[src/rtl/gpio_pkg.sv]
package gpio_pkg;

  localparam int MaxBanks = 4;
  localparam int BankIdxW = $clog2(MaxBanks);

  typedef enum logic [2:0] {
    RdZero = 3'd0,
    RdData = 3'd1,
    RdDir  = 3'd2,
    RdEff  = 3'd3,
    RdIrq  = 3'd4
  } rdKind_t;

  // strobes from the decoder to the datapath
  typedef struct packed {
    logic                wrData;
    logic                wrDir;
    logic [BankIdxW-1:0] bank;
    rdKind_t             rdKind;
    logic                rdStrobe;
  } ctlStrobes_t;

endpackage

[src/rtl/gpio_sync.sv]
module gpio_sync #(
  parameter int Width  = 128,
  parameter int Stages = 2
) (
  input  logic             clk,
  input  logic             rstN,
  input  logic [Width-1:0] d,
  output logic [Width-1:0] q
);

  logic [Stages-1:0][Width-1:0] stg;

  always_ff @(posedge clk) begin
    if (!rstN) begin
      stg <= '0;
    end else begin
      stg[0] <= d;
      for (int i = 1; i < Stages; i++) begin
        stg[i] <= stg[i-1];
      end
    end
  end

  assign q = stg[Stages-1];

endmodule

[src/rtl/gpio_ctl.sv]
module gpio_ctl
  import gpio_pkg::*;
#(
  parameter int NumBanks   = 4,
  parameter int AddrW      = 8,
  parameter int BankStride = 12,
  parameter int IrqLo      = 'h30,
  parameter int IrqHi      = 'h48,
  parameter int AckOfs     = 'h4c,
  parameter int EffBase    = 'h50,
  parameter int IdOfs      = 'h64
) (
  input  logic             clk,
  input  logic             rstN,
  input  logic             busSel,
  input  logic             busWrite,
  input  logic [AddrW-1:0] busAddr,
  output ctlStrobes_t      ctl,
  output logic             irqFwd,
  output logic             errFlag
);

  logic hit;
  logic isData;
  logic isDir;
  logic fwd;
  logic badAccess;

  always_comb begin
    hit        = 1'b0;
    isData     = 1'b0;
    isDir      = 1'b0;
    fwd        = 1'b0;
    ctl        = '0;
    ctl.rdKind = RdZero;
    if (busAddr[1:0] == 2'b00) begin
      for (int b = 0; b < NumBanks; b++) begin
        if (busAddr == AddrW'(b * BankStride)) begin
          hit        = 1'b1;
          isData     = 1'b1;
          ctl.bank   = BankIdxW'(b);
          ctl.rdKind = RdData;
        end
        if (busAddr == AddrW'(b * BankStride + 4)) begin
          hit        = 1'b1;
          isDir      = 1'b1;
          ctl.bank   = BankIdxW'(b);
          ctl.rdKind = RdDir;
        end
        if (busAddr == AddrW'(EffBase + 4 * b)) begin
          hit        = 1'b1;
          ctl.bank   = BankIdxW'(b);
          ctl.rdKind = RdEff;
        end
      end
      if (busAddr >= AddrW'(IrqLo) && busAddr <= AddrW'(IrqHi)) begin
        hit        = 1'b1;
        fwd        = 1'b1;
        ctl.rdKind = RdIrq;
      end
      if (busAddr == AddrW'(AckOfs)) begin
        hit = 1'b1;
        fwd = 1'b1;
      end
      if (busAddr == AddrW'(IdOfs)) begin
        hit = 1'b1;
      end
    end
    ctl.wrData   = busSel & busWrite & isData;
    ctl.wrDir    = busSel & busWrite & isDir;
    ctl.rdStrobe = busSel & ~busWrite;
    badAccess    = busSel & ~hit;
  end

  assign irqFwd = busSel & fwd;

  always_ff @(posedge clk) begin
    if (!rstN) begin
      errFlag <= 1'b0;
    end else if (badAccess) begin
      errFlag <= 1'b1;
    end
  end

endmodule

[src/rtl/gpio_dp.sv]
module gpio_dp
  import gpio_pkg::*;
#(
  parameter int NumBanks   = 4,
  parameter int DataW      = 32,
  parameter int SyncStages = 2,
  localparam int PinCount  = NumBanks * DataW
) (
  input  logic                clk,
  input  logic                rstN,
  input  ctlStrobes_t         ctl,
  input  logic [DataW-1:0]    busWdata,
  input  logic [DataW-1:0]    irqRdata,
  input  logic [PinCount-1:0] padIn,
  output logic [PinCount-1:0] padOut,
  output logic [PinCount-1:0] padOe,
  output logic [DataW-1:0]    busRdata
);

  logic [NumBanks-1:0][DataW-1:0] dataAll;
  logic [NumBanks-1:0][DataW-1:0] dirAll;
  logic [NumBanks-1:0][DataW-1:0] syncAll;
  logic [NumBanks-1:0][DataW-1:0] effAll;
  logic [PinCount-1:0]            syncFlat;

  gpio_sync #(
    .Width (PinCount),
    .Stages(SyncStages)
  ) u_sync (
    .clk (clk),
    .rstN(rstN),
    .d   (padIn),
    .q   (syncFlat)
  );

  assign syncAll = syncFlat;

  for (genvar b = 0; b < NumBanks; b++) begin : g_bank
    logic [DataW-1:0] dataReg;
    logic [DataW-1:0] dirReg;

    always_ff @(posedge clk) begin
      if (!rstN) begin
        dataReg <= '0;
        dirReg  <= '0;
      end else begin
        if (ctl.wrData && ctl.bank == BankIdxW'(b)) dataReg <= busWdata;
        if (ctl.wrDir && ctl.bank == BankIdxW'(b))  dirReg  <= busWdata;
      end
    end

    assign dataAll[b] = dataReg;
    assign dirAll[b]  = dirReg;
    assign effAll[b]  = (dataReg & dirReg) | (syncAll[b] & ~dirReg);
  end

  assign padOut = dataAll;
  assign padOe  = dirAll;

  always_ff @(posedge clk) begin
    if (!rstN) begin
      busRdata <= '0;
    end else if (ctl.rdStrobe) begin
      case (ctl.rdKind)
        RdData:  busRdata <= dataAll[ctl.bank];
        RdDir:   busRdata <= dirAll[ctl.bank];
        RdEff:   busRdata <= effAll[ctl.bank];
        RdIrq:   busRdata <= irqRdata;
        default: busRdata <= '0;
      endcase
    end
  end

endmodule

[src/rtl/gpio_ports.sv]
module gpio_ports
  import gpio_pkg::*;
#(
  parameter int NumBanks   = 4,
  parameter int DataW      = 32,
  parameter int AddrW      = 8,
  parameter int SyncStages = 2,
  localparam int PinCount  = NumBanks * DataW
) (
  input  logic                clk,
  input  logic                rstN,
  input  logic                busSel,
  input  logic                busWrite,
  input  logic [AddrW-1:0]    busAddr,
  input  logic [DataW-1:0]    busWdata,
  output logic [DataW-1:0]    busRdata,
  output logic                busErr,
  input  logic [PinCount-1:0] padIn,
  output logic [PinCount-1:0] padOut,
  output logic [PinCount-1:0] padOe,
  output logic                irqAccess,
  output logic                irqWrite,
  output logic [AddrW-1:0]    irqAddr,
  output logic [DataW-1:0]    irqWdata,
  input  logic [DataW-1:0]    irqRdata
);

  ctlStrobes_t ctl;
  logic        irqFwd;

  gpio_ctl #(
    .NumBanks(NumBanks),
    .AddrW   (AddrW)
  ) u_ctl (
    .clk     (clk),
    .rstN    (rstN),
    .busSel  (busSel),
    .busWrite(busWrite),
    .busAddr (busAddr),
    .ctl     (ctl),
    .irqFwd  (irqFwd),
    .errFlag (busErr)
  );

  gpio_dp #(
    .NumBanks  (NumBanks),
    .DataW     (DataW),
    .SyncStages(SyncStages)
  ) u_dp (
    .clk     (clk),
    .rstN    (rstN),
    .ctl     (ctl),
    .busWdata(busWdata),
    .irqRdata(irqRdata),
    .padIn   (padIn),
    .padOut  (padOut),
    .padOe   (padOe),
    .busRdata(busRdata)
  );

  assign irqAccess = irqFwd;
  assign irqWrite  = irqFwd & busWrite;
  assign irqAddr   = busAddr;
  assign irqWdata  = busWdata;

endmodule

[config.mk]
export PLATFORM = sky130hd
export DESIGN_NAME = gpio_ports
export DESIGN_NICKNAME = d
export VERILOG_FILES = /design/src/rtl/gpio_pkg.sv /design/src/rtl/gpio_sync.sv /design/src/rtl/gpio_ctl.sv /design/src/rtl/gpio_dp.sv /design/src/rtl/gpio_ports.sv
export SDC_FILE = /design/constraint.sdc
export NUM_CORES = 1
export LEC_CHECK = 0
export ABC_CLOCK_PERIOD_IN_PS = 3600
export BUFFER_PORTS_ARGS = -buffer_cell sky130_fd_sc_hd__buf_4
export CORE_MARGIN = 2
export CORE_UTILIZATION = 30
export DETAILED_ROUTE_END_ITERATION = 8
export SLEW_MARGIN = 20
export SYNTH_ARGS = -nofsm -noshare
export SYNTH_HDL_FRONTEND = slang
export SYNTH_HIERARCHICAL = 1
export SYNTH_SLANG_ARGS = --single-unit
[constraint.sdc]
create_clock -name clk -period 3.6 [get_ports clk]
set_input_delay 0.18 -clock clk [delete_from_list [all_inputs] [get_ports clk]]
set_output_delay 0.18 -clock clk [all_outputs]
set_load 0.01 [all_outputs]
==> metrics.csv <==
stage,metric,value,unit
outcome,status,completed,
detailed_routing,DRC viols,0,
grt,Total GRT Usage,21.41,%
place,Final HPWL DP,61210,um
final_layout,storage element area,10910,um^2
detailed_routing,Final ANT Viol Nets,0,
cts,Skew-Pair Late Insertion Delay,0.61,ns
cts,# Post-CTS Setup Buffers,0,
final_layout,cell area after layout,31250,um^2
detailed_routing,routed vias,19958,
final_layout,share of cells above drive strength 1,24.79,%
timing,part of the cycle the worst path needs,93.93,%
place,post-place setup slack,0.2395,ns
cts,cts repair resizes,0,
detailed_routing,wire per inst,21.85,um
yosys,Post-Synthesis Cells,2537,
setup_path,"Arr. time, crit path",3.89,ns
final_layout,"leading cell type in the layout, fill and taps excluded",buf_4,
yosys,post-synthesis compound-gate area fraction,13.89,%
cts,"Clk pin slew, worst setup/hold paths",0.06,ns
place,gpl congestion,0.8288,
yosys,simple-gate area share of the yosys netlist,18.33,%
timing,final slew viol count,0,
yosys,Ys Warns,6,
floorplan,core area,77470,um^2
floorplan,Die Width,283.7,um
detailed_routing,wire length on met2,41880,um
place,port bufs,534,
power_and_ir_drop,maximum vdd drop,0.3499,mV
yosys,syn nets,2741,
detailed_routing,Top Metal Used,met5,
grt,initial antenna violation count,6,
final_layout,layout net count,3217,
timing,Tmin final,3.382,ns
final_layout,most frequent cells in the layout,"575 x buf_4, 550 x nand2_1, 545 x dfxtp_1, 276 x and2_1, 256 x a21boi_0",
yosys,Cell variety after synth,49,
yosys,ys flop type,dfxtp_1,
timing,Tightest Pin Transition,1.096,ns
yosys,sequential fraction of the synthesis area,46.49,%
detailed_routing,DR pass1 iterations,6,
setup_path,"Req. time, crit path",4.11,ns
timing,setup_tns,0,ns
final_layout,Synth-to-Final Area Change,33.17,%
timing,Max Clk Rate,295.7,MHz
place,area of placed instances,27160,um^2
power_and_ir_drop,Power Dens Cells,441.8,nW/um^2
cts,TritonCTS clock tree,built,
yosys,Post-Synth XOR/XNOR Area,0.1120,%
final_layout,Multi-input gate area,10360,um^2
cts,Inserted Clock Buffers,66,
setup_path,crit path max fanout,32,
yosys,Adder-Cell Fraction of Synth Area,0,%
final_layout,# diodes,0,
timing,WHS,0.1641,ns
floorplan,I/O pin total,535,
power_and_ir_drop,LEAKAGE,11.56,nW
grt,first-pass GRT wire length,130400,um
final_layout,"Core Util, Final",40.34,%
yosys,Post-synth EDFFs,0,
floorplan,die area,80480,um^2
setup_path,Critical Path End Type,flip-flop,
grt,total gr overflow,0,
setup_path,Critical Path Start Type,primary input,
detailed_routing,WL met3,7918,um
grt,pin count of the biggest net entering global routing,136,
cts,Root Driver,clkbuf_16,
job,max_cap viols,0,
cts,Sink Count,545,
floorplan,Rows,102,
floorplan,Initial Utilization,30.30,%
cts,hold-fix buffer count after cts,194,
yosys,mux cell area share after synthesis,11.40,%
yosys,synthesized area,23470,um^2
yosys,Post-synth ARST share,0,%
yosys,Synth Area per Inst,9.251,um^2
final_layout,Filler cells,7564,
min_path,Hold/Removal Path Class,in -> reg,
timing,Final setup violation count,0,
yosys,Seq cells post-synth,545,
timing,RSZ-0062 raised after global routing,no,
floorplan,Die H,283.7,um
detailed_routing,vias per cell,4.865,
timing,"Hold Vio Cnt, Final",0,
detailed_routing,DRT Wirelength,89620,um
timing,setup slack after layout,0.2184,ns
timing,skew final,0.03334,ns
detailed_routing,DRT met1 WL,37370,um
grt,vias in the first global route,19301,
detailed_routing,Detailed Route Iter0 Violations,1533,
setup_path,Setup CP Type,in -> reg,
yosys,largest family of logic cells by synthesized area,simple AND/OR/NAND/NOR gates,
timing,Slew HR,26.91,%
cts,CTS Buffer Depth,3,
cts,H-tree levels,3,
[Yosys cell counts (2+ instances only)]
cell type / number / area, um^2
clkbuf_1: 107 / 401.6
xor2_1: 2 / 17.52
mux2i_1: 193 / 1932
clkbuf_4: 2 / 15.01
nor3_1: 3 / 15.01
buf_2: 32 / 160.2
a2111oi_0: 20 / 175.2
and3_1: 2 / 12.51
nand2b_1: 3 / 18.77
nand2_1: 558 / 2095
mux2_2: 2 / 22.52
o311a_1: 2 / 20.02
dfxtp_1: 545 / 10910
o31ai_1: 3 / 22.52
and2_0: 14 / 87.58
o21ai_0: 35 / 175.2
a21boi_0: 256 / 1922
nand3_1: 35 / 175.2
inv_1: 2 / 7.510
nor2b_1: 2 / 12.51
nor2_1: 9 / 33.78
nor3b_1: 3 / 22.52
and2_1: 281 / 1758
buf_4: 203 / 1524
a211oi_1: 2 / 15.01
buf_6: 4 / 45.04
o22ai_1: 33 / 206.5
a21oi_1: 68 / 340.3
mux4_2: 32 / 720.7
a2111oi_1: 11 / 110.1
a22oi_1: 32 / 240.2
clkbuf_2: 24 / 120.1
[cell type report]
| cell class | instances | share of cell area [%] |
|---|---|---|
| Timing Repair Buffer | 782 | 20.84 |
| Multi-Input combinational cell | 1615 | 33.16 |
| Inverter | 3 | 0.03603 |
| Clock buffer | 85 | 5.805 |
| Clock inverter | 32 | 1.089 |
| Sequential cell | 545 | 34.91 |
| Tap cell | 1040 | 4.164 |
[power by group]
group,total (mW),switching [mW],internal [mW]
registers,6.24,0.0517,6.19
clock network,6.63,2.74,3.89
logic,0.934,0.424,0.510
[per-layer routing]
metal / track usage, % / vias to the layer above
met5: 0 / -
met1: 27.47 / 9628
met2: 35.06 / 887
met4: 6.257 / 4
li1: - / 9279
met3: 5.828 / 160
[path summary, 6_finish.rpt]
| check | endpoint | cells after the start | slack [ns] | from |
|---|---|---|---|---|
| hold / removal | u_dp/busRdata[19] | 3 | 0.16 | rstN |
| setup reg to reg | u_dp/busRdata[6] | 4 | 1.92 | u_dp/g_bank[2].dataReg[6] |
| setup / recovery | u_dp/busRdata[12] | 8 | 0.22 | busAddr[7] |
| hold reg to reg | u_dp/u_sync/q[116] | 1 | 0.42 | u_dp/u_sync/stg[116] |
[stage by stage]
step                total power [mW]  std cells
global route                   14.24       4102
detailed placement             7.123       3791
CTS                            13.93       4102
floorplan                      6.840       2537
global placement               7.122       3791
finish                         13.81       4102
[worst max-delay path, stage by stage]
cell           delay, ns
dlygate4sd3_1       0.53
buf_4               0.16
or3_1               0.55
o31ai_1             0.81
nand4bb_4           0.88
o22ai_1             0.44
a2111oi_0           0.12
a21oi_1             0.20
[state kept, by name (all words and copies together) (netlist names)]
register	cells
u_ctl/errFlag	1
u_dp/u_sync/stg	128
u_dp/g_bank.dirReg	128
u_dp/u_sync/q	128
u_dp/busRdata	32
u_dp/g_bank.dataReg	128
[cells by family (layout without fill, tap and decap cells)]
logic type                after synthesis  after routing
DFF                                   545            545
AOI/OAI and AO/OA                     466            466
muxes                                 227            227
xor gates and xnor gates                3              3
buffers and inverters                 377            902
and+or+nand+nor                       919            919
(Power assumes the default switching activity.)
